**src/rtl/atc_pkg.sv**
```systemverilog
package atc_pkg;
  localparam int PAGE_W  = 36;
  localparam int SIZE_W  = 4;
  localparam int PASID_W = 20;
  localparam int RID_W   = 16;
  localparam int ITAG_W  = 5;
  localparam int PERM_N  = 6;

  localparam int P_R    = 0;
  localparam int P_WR   = 1;
  localparam int P_U    = 2;
  localparam int P_X    = 3;
  localparam int P_PRIV = 4;
  localparam int P_G    = 5;

  typedef logic [PAGE_W-1:0] page_t;

  typedef struct packed {
    page_t               base;
    page_t               xlat;
    logic [SIZE_W-1:0]   lsize;
    logic [PERM_N-1:0]   perm;
    logic                pv;
    logic [PASID_W-1:0]  pasid;
  } entry_t;

  typedef enum logic [1:0] {
    ACC_READ  = 2'd0,
    ACC_WRITE = 2'd1,
    ACC_EXEC  = 2'd2,
    ACC_NONE  = 2'd3
  } access_e;

  function automatic page_t span_mask(input logic [SIZE_W-1:0] s);
    return {PAGE_W{1'b1}} << s;
  endfunction
endpackage

```
**src/rtl/atc_match.sv**
```systemverilog
module atc_match
  import atc_pkg::*;
#(
  parameter int N = 8
) (
  input  entry_t [N-1:0]     ent,
  input  logic   [N-1:0]     valid,
  input  page_t              lk_page,
  input  logic               lk_pv,
  input  logic [PASID_W-1:0] lk_pasid,
  input  page_t              inv_page,
  input  logic [SIZE_W-1:0]  inv_lsize,
  input  logic               inv_pv,
  input  logic [PASID_W-1:0] inv_pasid,
  output logic [N-1:0]       lk_hits,
  output logic [N-1:0]       inv_hits
);
  for (genvar i = 0; i < N; i++) begin : g_cmp
    page_t             emask;
    page_t             omask;
    logic [SIZE_W-1:0] wider;
    logic              tag_lk;
    logic              tag_inv;

    assign emask   = span_mask(ent[i].lsize);
    assign wider   = (ent[i].lsize > inv_lsize) ? ent[i].lsize : inv_lsize;
    assign omask   = span_mask(wider);
    assign tag_lk  = (ent[i].pv == lk_pv) && (!lk_pv || (ent[i].pasid == lk_pasid));
    assign tag_inv = !inv_pv || (ent[i].pv && (ent[i].pasid == inv_pasid));

    assign lk_hits[i]  = valid[i] && tag_lk &&
                         (((lk_page ^ ent[i].base) & emask) == '0);
    assign inv_hits[i] = valid[i] && tag_inv &&
                         (((inv_page ^ ent[i].base) & omask) == '0);
  end
endmodule

```
**src/rtl/atc_recency.sv**
```systemverilog
module atc_recency #(
  parameter int N = 8
) (
  input  logic         clk,
  input  logic         rst_n,
  input  logic         we,
  input  logic [N-1:0] widx,
  input  logic [N-1:0] hits,
  output logic [N-1:0] win
);
  // newer_q[i][j] = 1 : entry i was written after entry j
  logic [N-1:0][N-1:0] newer_q;
  logic [N-1:0][N-1:0] newer_d;

  always_comb begin
    newer_d = newer_q;
    if (we) begin
      for (int i = 0; i < N; i++) begin
        if (widx[i]) newer_d[i] = ~widx;
        else         newer_d[i] = newer_q[i] & ~widx;
      end
    end
  end

  always_ff @(posedge clk or negedge rst_n) begin
    if (!rst_n)  newer_q <= '0;
    else if (we) newer_q <= newer_d;
  end

  always_comb begin
    for (int i = 0; i < N; i++) begin
      logic beaten;
      beaten = 1'b0;
      for (int j = 0; j < N; j++) begin
        if (hits[j] && newer_q[j][i]) beaten = 1'b1;
      end
      win[i] = hits[i] && !beaten;
    end
  end

  assert_single_winner_R8: assert property (@(posedge clk) disable iff (!rst_n)
    (|hits) |-> $onehot(win));
endmodule

```
**src/rtl/atc_victim.sv**
```systemverilog
module atc_victim #(
  parameter int N = 8
) (
  input  logic         clk,
  input  logic         rst_n,
  input  logic [N-1:0] valid,
  input  logic         take,
  output logic [N-1:0] sel
);
  localparam int RR_W = (N > 1) ? $clog2(N) : 1;

  logic [RR_W-1:0] rr_q;
  logic [RR_W-1:0] rr_d;
  logic            full;

  assign full = &valid;

  always_comb begin
    logic found;
    found = 1'b0;
    sel   = '0;
    for (int i = 0; i < N; i++) begin
      if (!found && !valid[i]) begin
        sel[i] = 1'b1;
        found  = 1'b1;
      end
    end
    if (full) sel = N'(1) << rr_q;
  end

  always_comb begin
    rr_d = rr_q;
    if (take && full) rr_d = (rr_q == RR_W'(N - 1)) ? '0 : rr_q + 1'b1;
  end

  always_ff @(posedge clk or negedge rst_n) begin
    if (!rst_n) rr_q <= '0;
    else        rr_q <= rr_d;
  end

  assert_rr_hold_R4: assert property (@(posedge clk) disable iff (!rst_n)
    (!full) |=> $stable(rr_q));
  assert_free_slot_R4: assert property (@(posedge clk) disable iff (!rst_n)
    (take && !full) |-> ((sel & valid) == '0) && $onehot(sel));
endmodule

```
**src/rtl/atc_cache.sv**
```systemverilog
module atc_cache
  import atc_pkg::*;
#(
  parameter int N_ENTRIES = 8
) (
  input  logic               clk,
  input  logic               rst_n,
  input  logic               fill_valid,
  input  logic               fill_ok,
  input  logic [PAGE_W-1:0]  fill_page,
  input  logic [PAGE_W-1:0]  fill_xlat,
  input  logic [SIZE_W-1:0]  fill_lsize,
  input  logic [PERM_N-1:0]  fill_perm,
  input  logic               fill_pv,
  input  logic [PASID_W-1:0] fill_pasid,
  input  logic               lk_valid,
  input  logic [PAGE_W-1:0]  lk_page,
  input  logic [1:0]         lk_access,
  input  logic               lk_pv,
  input  logic [PASID_W-1:0] lk_pasid,
  output logic               rsp_valid,
  output logic               rsp_hit,
  output logic               rsp_fault,
  output logic [PAGE_W-1:0]  rsp_page,
  output logic [PERM_N-1:0]  rsp_perm,
  input  logic               inv_valid,
  input  logic [PAGE_W-1:0]  inv_page,
  input  logic [SIZE_W-1:0]  inv_lsize,
  input  logic               inv_pv,
  input  logic [PASID_W-1:0] inv_pasid,
  input  logic [RID_W-1:0]   inv_rid,
  input  logic [ITAG_W-1:0]  inv_itag,
  output logic               cpl_valid,
  output logic [RID_W-1:0]   cpl_rid,
  output logic [ITAG_W-1:0]  cpl_itag
);
  localparam int N = N_ENTRIES;

  entry_t [N-1:0] ent_q;
  logic   [N-1:0] valid_q;
  logic   [N-1:0] valid_d;
  logic   [N-1:0] lk_hits;
  logic   [N-1:0] inv_hits;
  logic   [N-1:0] win;
  logic   [N-1:0] vsel;
  logic           fill_we;
  entry_t         new_ent;
  page_t          fmask;

  // ---------------- fill path ----------------
  assign fill_we = fill_valid && fill_ok;
  assign fmask   = span_mask(fill_lsize);

  always_comb begin
    new_ent.base  = fill_page & fmask;
    new_ent.xlat  = fill_xlat & fmask;
    new_ent.lsize = fill_lsize;
    new_ent.perm  = fill_perm;
    new_ent.pv    = fill_pv;
    new_ent.pasid = fill_pasid;
  end

  atc_victim #(.N(N)) u_victim (
    .clk   (clk),
    .rst_n (rst_n),
    .valid (valid_q),
    .take  (fill_we),
    .sel   (vsel)
  );

  atc_match #(.N(N)) u_match (
    .ent       (ent_q),
    .valid     (valid_q),
    .lk_page   (lk_page),
    .lk_pv     (lk_pv),
    .lk_pasid  (lk_pasid),
    .inv_page  (inv_page),
    .inv_lsize (inv_lsize),
    .inv_pv    (inv_pv),
    .inv_pasid (inv_pasid),
    .lk_hits   (lk_hits),
    .inv_hits  (inv_hits)
  );

  atc_recency #(.N(N)) u_recency (
    .clk   (clk),
    .rst_n (rst_n),
    .we    (fill_we),
    .widx  (vsel),
    .hits  (lk_hits),
    .win   (win)
  );

  // invalidation clears first, a same-cycle fill then lands
  always_comb begin
    valid_d = valid_q;
    if (inv_valid) valid_d = valid_d & ~inv_hits;
    if (fill_we)   valid_d = valid_d | vsel;
  end

  always_ff @(posedge clk or negedge rst_n) begin
    if (!rst_n) valid_q <= '0;
    else        valid_q <= valid_d;
  end

  always_ff @(posedge clk) begin
    for (int i = 0; i < N; i++) begin
      if (fill_we && vsel[i]) ent_q[i] <= new_ent;
    end
  end

  // ---------------- lookup path ----------------
  entry_t             wsel;
  logic               any_win;
  logic               allowed;
  page_t              wmask;
  logic               rsp_hit_d;
  logic               rsp_fault_d;
  page_t              rsp_page_d;
  logic [PERM_N-1:0]  rsp_perm_d;

  always_comb begin
    wsel = '0;
    for (int i = 0; i < N; i++) begin
      if (win[i]) wsel = entry_t'(wsel | ent_q[i]);
    end
  end

  assign any_win = |win;
  assign wmask   = span_mask(wsel.lsize);

  always_comb begin
    unique case (access_e'(lk_access))
      ACC_READ:  allowed = wsel.perm[P_R];
      ACC_WRITE: allowed = wsel.perm[P_WR];
      ACC_EXEC:  allowed = wsel.perm[P_X];
      default:   allowed = 1'b0;
    endcase
  end

  always_comb begin
    rsp_hit_d   = 1'b0;
    rsp_fault_d = 1'b0;
    rsp_page_d  = '0;
    rsp_perm_d  = '0;
    if (lk_valid && any_win) begin
      rsp_perm_d = wsel.perm;
      if (allowed) begin
        rsp_hit_d  = 1'b1;
        rsp_page_d = (wsel.xlat & wmask) | (lk_page & ~wmask);
      end else begin
        rsp_fault_d = 1'b1;
      end
    end
  end

  always_ff @(posedge clk or negedge rst_n) begin
    if (!rst_n) begin
      rsp_valid <= 1'b0;
      rsp_hit   <= 1'b0;
      rsp_fault <= 1'b0;
      rsp_page  <= '0;
      rsp_perm  <= '0;
    end else begin
      rsp_valid <= lk_valid;
      rsp_hit   <= rsp_hit_d;
      rsp_fault <= rsp_fault_d;
      rsp_page  <= rsp_page_d;
      rsp_perm  <= rsp_perm_d;
    end
  end

  // ---------------- invalidation completion ----------------
  always_ff @(posedge clk or negedge rst_n) begin
    if (!rst_n) begin
      cpl_valid <= 1'b0;
      cpl_rid   <= '0;
      cpl_itag  <= '0;
    end else begin
      cpl_valid <= inv_valid;
      if (inv_valid) begin
        cpl_rid  <= inv_rid;
        cpl_itag <= inv_itag;
      end
    end
  end

  assert_rsp_latency_R2: assert property (@(posedge clk) disable iff (!rst_n)
    lk_valid |=> rsp_valid);
  assert_failed_fill_R3: assert property (@(posedge clk) disable iff (!rst_n)
    (fill_valid && !fill_ok && !inv_valid) |=> (valid_q == $past(valid_q)));
  assert_read_perm_R6: assert property (@(posedge clk) disable iff (!rst_n)
    (rsp_valid && rsp_hit && ($past(lk_access) == 2'd0)) |-> rsp_perm[P_R]);
  assert_inv_clears_R9: assert property (@(posedge clk) disable iff (!rst_n)
    (inv_valid && !fill_valid) |=> ((valid_q & $past(inv_hits)) == '0));
  assert_cpl_echo_R10: assert property (@(posedge clk) disable iff (!rst_n)
    inv_valid |=> (cpl_valid && cpl_rid == $past(inv_rid) && cpl_itag == $past(inv_itag)));
  assert_fill_survives_R11: assert property (@(posedge clk) disable iff (!rst_n)
    (fill_we && inv_valid) |=> ((valid_q & $past(vsel)) == $past(vsel)));
endmodule

```
**config.mk**
```make
export PLATFORM = sky130hd
export DESIGN_NAME = atc_cache
export DESIGN_NICKNAME = d
export VERILOG_FILES = /design/src/rtl/atc_pkg.sv /design/src/rtl/atc_match.sv /design/src/rtl/atc_recency.sv /design/src/rtl/atc_victim.sv /design/src/rtl/atc_cache.sv
export SDC_FILE = /design/constraint.sdc
export NUM_CORES = 2
export LEC_CHECK = 0
export ABC_AREA = 1
export BUFFER_PORTS_ARGS = -buffer_cell sky130_fd_sc_hd__buf_2
export CORE_MARGIN = 3
export CORE_UTILIZATION = 40
export DETAILED_ROUTE_END_ITERATION = 8
export GPL_TIMING_DRIVEN = 0
export PLACE_DENSITY = 0.6
export SLEW_MARGIN = 20
export SYNTH_ARGS = -nofsm -noshare
export SYNTH_HDL_FRONTEND = slang
export SYNTH_SLANG_ARGS = --single-unit
```
**constraint.sdc**
```tcl
create_clock -name clk -period 11 [get_ports clk]
set_input_delay 0.55 -clock clk [delete_from_list [all_inputs] [get_ports clk]]
set_output_delay 0.55 -clock clk [all_outputs]
set_load 0.05 [all_outputs]
```
# After elaboration in Yosys (flattened, before gate mapping)
# Index checks and enable logic that the tools add are counted.
dict set report classes {
  add_sub_neg 1
  n_mul 0
  div 0
  order_cmp 8
  eq_ne 27
  shifts 19
  n_mux 114
  bitwise_logic 57
  reduce_logical 196
}
# op count
set op_table {}
lappend op_table {{36-bit bitwise AND} 20}
lappend op_table {{36-bit by 4-bit << shifter with 36-bit output (first input constant)} 18}
lappend op_table {{36-bit logical NOT} 16}
lappend op_table {{36-bit XOR} 16}
lappend op_table {{67-bit 2-to-1 mux} 8}
lappend op_table {{67-bit OR} 7}
lappend op_table {{20-bit == test} 16}
lappend op_table {{1-bit logical AND} 138}
lappend op_table {{8-bit 2-to-1 mux} 11}
lappend op_table {{1-bit 2-to-1 mux} 82}
lappend op_table {{8-bit bitwise AND} 9}
lappend op_table {{36-bit 2-to-1 mux} 2}
lappend op_table {{36-bit NOT} 1}
lappend op_table {{36-bit OR} 1}
lappend op_table {{4-bit > comparator} 8}
lappend op_table {{4-bit 2-to-1 mux} 8}
lappend op_table {{1-bit logical NOT} 23}
lappend op_table {{1-bit logical OR} 16}
lappend op_table {{8-bit NOT} 2}
lappend op_table {{1-bit == test} 8}
lappend op_table {{8-bit OR} 1}
lappend op_table {{8-bit AND reduction} 1}
lappend op_table {{8-bit OR reduction} 1}
lappend op_table {{1-bit by 3-bit << shifter with 8-bit output (first input constant)} 1}
lappend op_table {{other kinds (8)} 8}
dict set report totals {
  regBits 966
  latchBits 0
  ramBits 0
  romBits 0
  output_inout_bits 67
  word_cells 488
  mem_count 0
}

# Longest topological paths before layout
dict set report depth {
  depth_word 37
  mapped_depth 25
  depth_no_buf 23
}

# By module
# Synthesis repeated with hierarchy kept, for this count alone.
dict set report unflattened {
  hier_cells 5257
  hier_area_um2 49477.5
}
# mod n_inst cells_each area_each_um2 seq_area_each_um2
set modules_own_cells {}
lappend modules_own_cells {atc_cache 1 1700 30436.7 26620.5}
lappend modules_own_cells {atc_match 1 3129 15766.4 0.0}
lappend modules_own_cells {atc_recency 1 369 2834.0 1601.5}
lappend modules_own_cells {atc_victim 1 59 440.4 75.1}

# Worst setup path before layout
# Ideal clock, no wire load.
dict set report synth_path {
  path_kind {reg-to-reg}
  start {register valid_q[0]}
  end {register ent_q[515] (netlist bit) (enable)}
  arrival_time_ps 8526
  required_time_ps 10274
  path_slack_ps 1748
  path_stages_with_launch 5
  period_less_slack_ps 9252
  path_cell_list {dfrtp_1 > nand3_1 > nor2_1 > nand2_1 > o32ai_1}
}
dict set report synth_between {
  elab_chain_cells 16
  word_cells_on_any_way 18
}
# item line_no
set synth_lines {}
lappend synth_lines {{from (decl)} atc_cache.sv:40} ;# logic [N-1:0] valid_q;
lappend synth_lines {{from (signal assigned)} atc_cache.sv:103} ;# else valid_q <= valid_d;
lappend synth_lines {{1-bit 2-to-1 mux or 1-bit logical AND (tied branches)} atc_victim.sv:23} ;# if (!found && !valid[i]) begin
lappend synth_lines {{1-bit 2-to-1 mux} atc_victim.sv:23}
lappend synth_lines {{1-bit logical NOT} atc_victim.sv:23}
lappend synth_lines {{1-bit logical AND} atc_victim.sv:23}
lappend synth_lines {{1-bit 2-to-1 mux} atc_victim.sv:23}
lappend synth_lines {{1-bit logical NOT} atc_victim.sv:23}
lappend synth_lines {{1-bit logical AND} atc_victim.sv:23}
lappend synth_lines {{1-bit 2-to-1 mux} atc_victim.sv:23}
lappend synth_lines {{1-bit logical NOT} atc_victim.sv:23}
lappend synth_lines {{1-bit logical AND} atc_victim.sv:23}
lappend synth_lines {{1-bit 2-to-1 mux} atc_victim.sv:23}
lappend synth_lines {{1-bit logical NOT} atc_victim.sv:23}
lappend synth_lines {{1-bit logical AND} atc_victim.sv:23}
lappend synth_lines {{1-bit 2-to-1 mux} atc_victim.sv:23}
lappend synth_lines {{8-bit 2-to-1 mux (*)} atc_victim.sv:28} ;# if (full) sel = N'(1) << rr_q;
lappend synth_lines {{1-bit logical AND (*)} atc_cache.sv:108} ;# if (fill_we && vsel[i]) ent_q[i] <= new_ent;
lappend synth_lines {{to (signal, indexed assignment)} atc_cache.sv:108}
lappend synth_lines {{to (decl)} atc_cache.sv:39} ;# entry_t [N-1:0] ent_q;
# Mark *: on every way between the ends. The rest lies on a longest branch, timed or not.
# A chain may end at the register's enable or synchronous reset.

# Final worst setup path
dict set report layout_path {
  start {register ent_q[733] (netlist bit)}
  end {register rsp_page[9]}
}
dict set report layout_between {
  elab_chain_cells 30
  word_cells_on_any_way 62
}
# item line_no
set layout_lines {}
lappend layout_lines {{20-bit == test (*)} atc_match.sv:28} ;# assign tag_lk = (ent[i].pv == lk_pv) && (!lk_pv || (ent[i].pasid == lk_pasid));
lappend layout_lines {{1-bit logical OR (*)} atc_match.sv:28}
lappend layout_lines {{1-bit logical AND (*)} atc_match.sv:28}
lappend layout_lines {{1-bit logical AND (*) (2 in series)} atc_match.sv:31} ;# assign lk_hits[i] = valid[i] && tag_lk &&
lappend layout_lines {{1-bit logical AND} atc_recency.sv:35} ;# if (hits[j] && newer_q[j][i]) beaten = 1'b1;
lappend layout_lines {{1-bit 2-to-1 mux} atc_recency.sv:35}
lappend layout_lines {{1-bit logical NOT} atc_recency.sv:37} ;# win[i] = hits[i] && !beaten;
lappend layout_lines {{1-bit logical AND} atc_recency.sv:37}
lappend layout_lines {{[... 14 more ...]} n/a}
lappend layout_lines {{67-bit 2-to-1 mux} atc_cache.sv:125} ;# if (win[i]) wsel = entry_t'(wsel | ent_q[i]);
lappend layout_lines {{36-bit by 4-bit << shifter with 36-bit output} atc_pkg.sv:35} ;# return {PAGE_W{1'b1}} << s;
lappend layout_lines {{36-bit NOT} atc_cache.sv:150} ;# rsp_page_d = (wsel.xlat & wmask) | (lk_page & ~wmask);
lappend layout_lines {{36-bit bitwise AND} atc_cache.sv:150}
lappend layout_lines {{36-bit OR} atc_cache.sv:150}
lappend layout_lines {{36-bit 2-to-1 mux} atc_cache.sv:148} ;# if (allowed) begin
lappend layout_lines {{36-bit 2-to-1 mux (*)} atc_cache.sv:146} ;# if (lk_valid && any_win) begin
lappend layout_lines {{via rsp_page_d[9]} atc_cache.sv:119} ;# page_t rsp_page_d;
lappend layout_lines {{to (signal assigned)} atc_cache.sv:168} ;# rsp_page <= rsp_page_d;
lappend layout_lines {{to (decl)} atc_cache.sv:24} ;# output logic [PAGE_W-1:0] rsp_page,
# Mark *: on every way through the listed nets, which the timed path passes. The rest lies on a longest branch.

==> metrics.txt <==
outcome=finished clean; first-pass GRT wire length=285400 microns; most common cell after layout, fill and taps aside=nand2_1; Die Ht=357.0 microns; footprint of the multi-input gates=18240 sq um; cts repair resizes=0; Clock Tree Buf Depth=3; via count=41421; Final Hold Viols=0; Final Util=46.93%; sequential power share=47.2%; ys flop type=edfxtp_1; Avg Cell Area, Syn=9.322 sq um; post-synthesis mux area share=0%; r2r endpoint=rsp_page[9]; DRT Wirelength=205200 microns; HP Class=in -> reg; area of the core=122000 sq um; cell leakage power=23.59 nW; kind of critical path=reg -> reg; worst r2r src=ent_q[733]; Avg WL per Cell=27.70 microns; Mapped Area=49270 sq um; WP buf/inv=2; Final period util=42.22%; root buffer cell=clkbuf_16; Rel. slew slack=19.96%; Slew Limit Fails=0; Synth Register Bits=966; DIE WIDTH=357.0 microns; First-pass DRT Iterations=6; RSZ-0062 raised after global routing=no; crit-path max FO=10; Critical Path End Type=register; Synth Area in XOR/XNOR=6.258%; clock share of power=38.3%; Worst Setup EP=rsp_page[9]; Total Power=9.707 mW; DRC Markers=0; share of cells above drive strength 1=11.74%; adder-cell area share of the yosys netlist=0.9651%; clk sinks=966; Synth Area in Compound Gates=7.294%; Final TNS setup=0 ps; Final WS setup=6356 ps; fillers=11646; Post-Synth Simple-Gate Area=22.39%; Ys Warns=0; Power per Cell Area=169.5 nW/um^2; crit path launch type=register; Initial Util=40.37%; sw frac=28.99%; Arr. time, crit path=5290 ps; sequential share of the synthesized area=57.44%; Tot GR Track Use=31.48%; switching pwr=2.815 mW; number of synthesized flops with an enable pin=824; Gate power share=14.5%; Final Instance Area=57270 sq um; Worst R2R Path Depth=18; post-route ant nets=0; total grt overflow=0; Mapped Nets=5573; Async S/R FF share, synth=14.70%; Final Critical Period=4644 ps; commonest non-fill, non-tap cells in the layout=nand2_1 (1546), edfxtp_1 (824), nor2_1 (528); synth unique cells=57; setup skew after layout=77.26 ps; Via density=5.591; Top cell by count, worst path=nand2_1; vias in the first global route=38877; P_int=6.893 mW; area post-placement=53560 sq um; crit-path cells=xnor2_1, nand3_1, nor2_1, nand3_1, nand2_1, nand3_1, nor2_1, nand2_1, nor2_4, nand2_1, nand2_1, nor3_1, nand2_1, nand2_2, inv_2, nand3_4, buf_6, nor2_2; largest net degree at the start of global routing=81; Iter 0 DRT Violations=5558; largest family of logic cells by synthesized area=simple AND/OR/NAND/NOR gates; Crit path max-delay family=simple AND/OR/NAND/NOR gates; NumNets Final=5965; Skew-Pair Late Insertion Delay=760 ps; Crit path largest cell delay=650 ps; DP Worst Slack=6075 ps; r2r setup slk=6360 ps; H-tree Lvls=3; TritonCTS clock tree=done; Area growth syn-to-layout=16.25%; critical path depth=18; MaxCap Viol Count=0; f_max=0.2153 GHz; die area=127400 sq um; worst slew pin tran=1196 ps; crit path launch=ent_q[733]; # setup viols final=0; slowest CP cell=nand2_1; I/O Pins=317; gpl congestion=1.037; PortBufs=234; cts bufs inserted=106; post-CTS setup buffers=0; cell count after synthesis=5285; post-detailed-placement half-perimeter wirelength=155800 microns; storage element area=28300 sq um; Worst Path Required=11650 ps; antenna violations before repair=28; # rows=128; worst vdd ir=152.8 uV; Worst-path clk slew=70 ps
[metrics by stage]
step / std cells / hold slack, ps
after floorplan: 5285 / 254.4
after global placement: 7144 / 450.5
after detailed placement: 7191 / 453.8
after CTS: 7393 / 6.268
after global routing: 7402 / 34.42
final: 7409 / 42.87
[power groups by stage]
stage | registers (mW) | clock network (mW) | logic [mW]
floorplan | 4.63 | 0 | 0.752
global placement | 4.73 | 0 | 1.28
detailed placement | 4.64 | 0 | 1.38
CTS | 4.57 | 3.75 | 1.38
global route | 4.61 | 3.90 | 1.52
finish | 4.58 | 3.72 | 1.41
[cell type report]
cell class	instances	area share (%)
well taps	1625	3.550
inverters	507	3.325
diodes	16	0.06991
multi-input cells	3632	31.85
clock inverters	63	1.208
flip-flops and latches	966	49.41
clock buffers	136	5.145
plain buffers	180	1.566
repair buffers	284	3.876
[worst min path at each step]
stage          slack [ps]          end   startpoint  cells past startpoint
6_report               40   cpl_rid[9]   inv_rid[9]                      3
4_1_cts                 6   cpl_rid[9]   inv_rid[9]                      3
3_3_place_gp          450  cpl_itag[4]  cpl_itag[4]                      2
3_5_place_dp          450  cpl_rid[14]  cpl_rid[14]                      2
5_1_grt                30   cpl_rid[9]   inv_rid[9]                      3
2_1_floorplan         250  cpl_itag[0]        rst_n                      0
[worst min-delay path: cells and delay by family]
| kind | cells | cell delay, ps |
|---|---|---|
| buffers and inverters | 1 | 80 |
| and+or+nand+nor | 2 | 90 |
[cell families (layout without fill, tap and decap cells)]
family | Yosys count | after routing
adder cells (fa/ha/maj) | 38 | 38
buffers and inverters | 687 | 1170
flip-flops | 966 | 966
XOR/XNOR | 352 | 352
AND/OR/NAND/NOR | 2635 | 2635
other | 0 | 16
AO/OA/AOI/OAI | 607 | 607
[flip-flops by register name, indices dropped and copies added, names as in the netlist]
name,cells
rsp_page,36
cpl_rid,16
cpl_itag,5
u_recency.newer_q,64
rsp_perm,6
ent_q,824
rsp_fault,1
rsp_valid,1
valid_q,8
cpl_valid,1
rsp_hit,1
u_victim.rr_q,3
[timing repair]
action / CTS / global route
hold buffers: 3 / 0
hold endpoints to repair: 81 / 0
endpoints found under the setup margin: 0 / 0
[Yosys cell counts (all sizes together) (2+ instances only)]
library cell / n / share of area (%)
nand2: 1550 / 12
edfxtp: 824 / 50
nor2: 575 / 4.7
inv: 498 / 3.8
o21ai: 306 / 3.1
nand3: 263 / 2.7
xor2: 233 / 4.1
nand4: 151 / 1.9
dfrtp: 142 / 7.2
buf: 119 / 1.3
xnor2: 119 / 2.1
o22ai: 106 / 1.3
a21oi: 73 / 0.74
clkbuf: 61 / 0.47
a221oi: 45 / 0.80
ha: 38 / 0.97
or2: 32 / 0.41
nor4: 27 / 0.34
nor3: 25 / 0.28
o2111ai: 14 / 0.25
o211ai: 13 / 0.20
clkinv: 9 / 0.071
a22o: 8 / 0.14
o31ai: 8 / 0.12
nand3b: 6 / 0.091
nor3b: 5 / 0.076
a2111oi: 4 / 0.071
a211oi: 4 / 0.061
a21boi: 4 / 0.061
o221ai: 4 / 0.071
a32o: 3 / 0.061
o21a: 3 / 0.046
o41ai: 3 / 0.053
a31oi: 2 / 0.025
o21bai: 2 / 0.030
[metal layers]
metal / GRT usage [%] / vias to the layer above / share of wire [%]
li1: - / 18584 / -
met1: 44.17 / 19945 / 42
met4: 12.48 / 16 / 4.5
met2: 48.20 / 2438 / 44
met5: 0 / - / 0.053
met3: 5.971 / 438 / 10
Power figures use the tool's default switching activity.
